==> src/rtl/bitrev_pwm.sv <==
module bitrev_pwm #(
  parameter int CNT_W    = 10,
  parameter int REV_BITS = 10
) (
  input  logic             clk_i,
  input  logic             rst_ni,
  input  logic             step_i,
  input  logic [CNT_W-1:0] level_i,
  output logic             bit_o
);

  localparam int LOW_W = CNT_W - REV_BITS;
  localparam logic [CNT_W-1:0] LAST = '1;
  localparam logic [CNT_W-1:0] ONE  = CNT_W'(1);

  logic [CNT_W-1:0] cnt_q;
  logic [CNT_W-1:0] level_q;
  logic [CNT_W-1:0] cmp;
  logic             wrap;

  assign wrap = step_i && (cnt_q == LAST);

  always_ff @(posedge clk_i or negedge rst_ni) begin
    if (!rst_ni) begin
      cnt_q   <= '0;
      level_q <= '0;
    end else if (step_i) begin
      cnt_q <= cnt_q + ONE;
      if (wrap) level_q <= level_i;
    end
  end

  for (genvar k = 0; k < REV_BITS; k++) begin : g_mirror
    assign cmp[CNT_W-1-k] = cnt_q[LOW_W+k];
  end

  for (genvar j = 0; j < LOW_W; j++) begin : g_keep
    assign cmp[j] = cnt_q[j];
  end

  assign bit_o = (cmp < level_q);

endmodule


==> config.mk <==
export PLATFORM = sky130hd
export DESIGN_NAME = bitrev_pwm
export DESIGN_NICKNAME = d
export VERILOG_FILES = /design/src/rtl/bitrev_pwm.sv
export SDC_FILE = /design/constraint.sdc
export NUM_CORES = 1
export LEC_CHECK = 0
export ABC_AREA = 1
export BUFFER_PORTS_ARGS = -buffer_cell sky130_fd_sc_hd__buf_2
export CAP_MARGIN = 30
export CORE_UTILIZATION = 50
export CTS_CLUSTER_DIAMETER = 150
export DETAILED_ROUTE_END_ITERATION = 6
export HOLD_SLACK_MARGIN = 0.03
export PLACE_DENSITY = 0.81
export SETUP_SLACK_MARGIN = 0.3
export SLEW_MARGIN = 20
export SYNTH_ARGS = -nofsm -noshare
export SYNTH_HDL_FRONTEND = slang
export SYNTH_SLANG_ARGS = --single-unit
==> constraint.sdc <==
create_clock -name clk_i -period 1.59 [get_ports clk_i]
set_input_delay 0.159 -clock clk_i [delete_from_list [all_inputs] [get_ports clk_i]]
set_output_delay 0.159 -clock clk_i [all_outputs]
set_load 0.005 [all_outputs]
# After elaboration in Yosys (flattened, before gate mapping)
# Cells that the tools add are included.
[word_totals] ff_bits=20 latch_bits=0 ram_bits=0 mem_bits_ro=0 inputBits=13 out_inout_bits=1 wordCells=7 memories=0
[op_classes] addsub=1 n_mul=0 div=0 order_cmp=1 eq_ne=1 n_shift=0 muxes=0 bitwise_logic=0 reduce_logical=2
[op_table] op="adder 10 x 1 -> 10 bit (second input constant)" n=1
[op_table] op="== test 10 bit (second input constant)" n=1
[op_table] op="less-than comparator 10 bit" n=1
[op_table] op="AND reduction 2 bit" n=1
[op_table] op="logical AND 1 bit" n=1

# Depth between registers and ports, before layout
[logic_depth] depth_word=3 ltp_mapped=9 mapped_depth_nobuf=9

# Least setup slack after synthesis
# No wires, ideal clock.
[synth_path] path_kind="flip-flop to output port" from="register cnt_q[0]" to="output port bit_o" arrival_time_ps=1111 t_required_ps=1431 path_slack_ps=320 stages_incl_launch_ff=6 path_buffers=0 path_cell_list="dfrtp_1 ha_1 a21o_1 nor2_1 nand2_1 nor2_1"
[synth_between] elab_chain_len=1
[synth_rtl] element="start: declaration" line_no="16" rtl="logic [CNT_W-1:0] cnt_q;"
[synth_rtl] element="start signal: assignment" line_no="28" rtl="cnt_q <= cnt_q + ONE;"
[synth_rtl] element="less-than comparator 10 bit" line_no="41" rtl="assign bit_o = (cmp < level_q);"
[synth_rtl] element="end: declaration" line_no="9" rtl="output logic bit_o"
# Every way passes these cells.

# Worst setup path in the final report
[layout_path] from="register cnt_q[7]" to="output port bit_o"
# Same word-level chain as after synthesis.

==> flow_metrics.py <==
metrics = {
    "logic_synthesis": {
        "synth_top_area_frac": 0.426,
        "synth_edf_count": 0,
        "yosysTopAreaCell": "dfrtp_1",
        "synthTopCellsByArea": "dfrtp_1 43%, nand2_1 16%, ha_1 11%, inv_1 5.8%, nand4_1 5.3%",
        "yosys_register_bits": 20,
        "ys.flop_type": "dfrtp_1",
        "ys_seq_area_frac": 0.426,
        "synth_cells": 139,
        "ys_types": 20,
        "synth-async-reset-ratio": 1.00,
        "yosys_warnings": 0,
        "yosysMostFrequentCell": "nand2_1",
        "syn_area_per_cell_um2": 8.44,
        "syn_area_um2": 1170,
        "synth_common_cells": "50 x nand2_1, 20 x dfrtp_1, 18 x inv_1, 10 x ha_1, 10 x nand4_1",
        "syn_nets": 162,
    },
    "critical_path": {
        "startpoint_type": "flip-flop",
        "crit_top_cell": "nor2_1",
        "endpoint_kind": "output port",
        "cp_data_arrival_time_ns": 1.58,
        "critical_path_required_ns": 1.43,
        "path_buf_inv": 1,
        "cp_slowest_cell": "dfrtp_1",
        "path_max_fanout": 4,
        "cpLargestDelayFamily": "flip-flops",
        "crit_type": "flip-flop to output port",
        "path_cells": "ha_1, nand2_1, nor2_1, nand2_1, nor2_1, nor2_1, buf_2",
        "slowest_delay_ns": 0.46,
    },
    "floorplan": {
        "core_area_um2": 2210,
        "initial_core_util": 0.531,
        "io_pins": 14,
        "die_y_um": 50.5,
        "rows": 17,
        "fp.dieW_um": 50.5,
        "die_area_um2": 2550,
    },
    "route": {
        "drc": 0,
        "wl_per_cell_um": 13.1,
        "viasPerCell": 5.10,
        "vias": 984,
        "dr.pass1.iters": 4,
        "antenna_left": 0,
        "drt-initial-drc-count": 17,
        "postRouteWirelength_um": 2520,
    },
    "finish": {
        "drive_above_1_share": 0.303,
        "nets": 190,
        "final_area_um2": 1460,
        "antenna_cells": 0,
        "area_delta_synth_final_pct": 24.4,
        "fin_cells": 193,
    },
    "placement": {
        "portBuffers": 13,
        "hpwl_um": 1540,
        "gp_congestion": 0.835,
        "dpl_cell_area_um2": 1240,
        "dp.cells": 178,
    },
    "timing": {
        "fmax_mhz": 576,
        "finalSetupViolCount": 1,
        "rsz0062_at_grt": "yes",
        "finalCritPeriodShare": 1.09,
        "drv_slew": 0,
        "hold_violations": 0,
        "setup_ws_ns": -0.147,
        "slew_headroom": 0.692,
        "clock_skew_ns": 0.00510,
        "min_period_ns": 1.74,
        "worst_slew_pin_slew_ns": 0.462,
    },
    "grt": {
        "grt_max_degree": 21,
        "antenna_found_initial": 0,
        "grt_pass1_vias": 963,
        "grt_overflow": 0,
        "track_usage": 0.233,
        "grt_pass1_wl_um": 4280,
    },
    "pwr": {
        "max-vdd-ir-drop_mv": 0.770,
        "power.density_nw_per_um2": 1240,
        "cellLeakagePower_uw": 0.000740,
    },
    "run_status": {
        "violations": "setup timing",
        "status": "finished, violations left",
    },
    "clocking": {
        "cts.sinks": 20,
        "cts.clk_slew.worst_paths_ns": 0.11,
        "cts_tree": "yes",
        "numCtsBuffers": 3,
        "clock_latency_ns": 0.31,
        "cts.path.max_buffers": 2,
        "h-tree-depth": 1,
        "cts_root_buffer": "clkbuf_4",
    },
    "hold_path": {
        "hold_class": "input port to flip-flop",
    },
    "flow_run": {
        "cap_violations": 0,
    },
}
sequential cells by signal (all words and copies together) (netlist names):
register	count
level_q	10
cnt_q	10
tightest hold or removal path, delay by kind of cell:
kind | cells | cell delay, ns
buffers and inverters | 1 | 0.10
AND/OR/NAND/NOR | 2 | 0.12
cell usage in the layout, fill, tap and decap left out, drive strengths merged:
cell          n
a21o          1
clkbuf        3
nor3          1
buf          24
ha           10
xor2          4
dlygate4sd3   1
o21ai         1
xnor2         3
nand3         3
dfrtp        20
inv          18
a21oi         3
nor2         11
o22ai         1
nand2        51
nand4        10
kinds of logic after synthesis:
group	after synthesis	synth area share
simple gates	75	0.296
fa+ha+maj	10	0.107
buf+inv	21	0.0895
flops	20	0.426
compound gates	6	0.0288
xor+xnor	7	0.0522
per-layer routing:
| metal | track usage | wire (µm) |
|---|---|---|
| met1 | 0.296 | 1140 |
| met2 | 0.380 | 1200 |
| met3 | 0.0455 | 100 |
| met4 | 0.111 | 81 |
| met5 | 0 | 0 |
timing repair:
item | 4_1_cts | 5_1_grt
pin swaps | 8 | 3
setup endpoints to repair | 11 | 13
gates resized for setup | 13 | 10
hold buffers | 1 | 0
cloned | 2 | 0
buffers inserted | 9 | 0
hold endpoints to repair | 20 | 0
layout make-up:
class	instances	area, µm²
Fill cell	184	752
Multi-Input combinational cell	99	653
Sequential cell	20	500
Timing Repair Buffer	25	181
Inverter	18	67.6
Tap cell	28	35.0
Clock buffer	3	22.5
metrics by stage:
stage	TNS [ns]	utilization	power [µW]	hold WS (ns)	setup WS (ns)
6_report	-0.147	0.660	1810	0.0835	-0.147
5_1_grt	-0.278	0.660	1930	0.0854	-0.278
4_1_cts	-0.117	0.646	1770	0.0808	-0.117
3_5_place_dp	0	0.562	1260	0.133	0.168
3_3_place_gp	0	0.562	1220	0.123	0.182
2_1_floorplan	0	-	1130	-0.137	0.320
worst paths after layout:
path / endpoint / depth (start not counted) / from / slack (ns)
max reg2reg: level_q[7] / 7 / cnt_q[0] / 0.23
min: level_q[6] / 3 / level_i[6] / 0.08
min in group asynchronous: cnt_q[2] / 2 / rst_ni / 0.31
max in group asynchronous: level_q[0] / 2 / rst_ni / 0.97
min reg2reg: level_q[9] / 2 / level_q[9] / 0.49
max: bit_o / 7 / cnt_q[7] / -0.15
report_power, final:
group	switching [µW]	leakage [µW]	internal, µW	total [µW]
Combinational	472	0.000461	419	891
Sequential	76.5	0.000265	597	674
Clock	159	0.0000138	88.7	248
Total	708	0.000740	1110	1810
(Power assumes the default switching activity.)
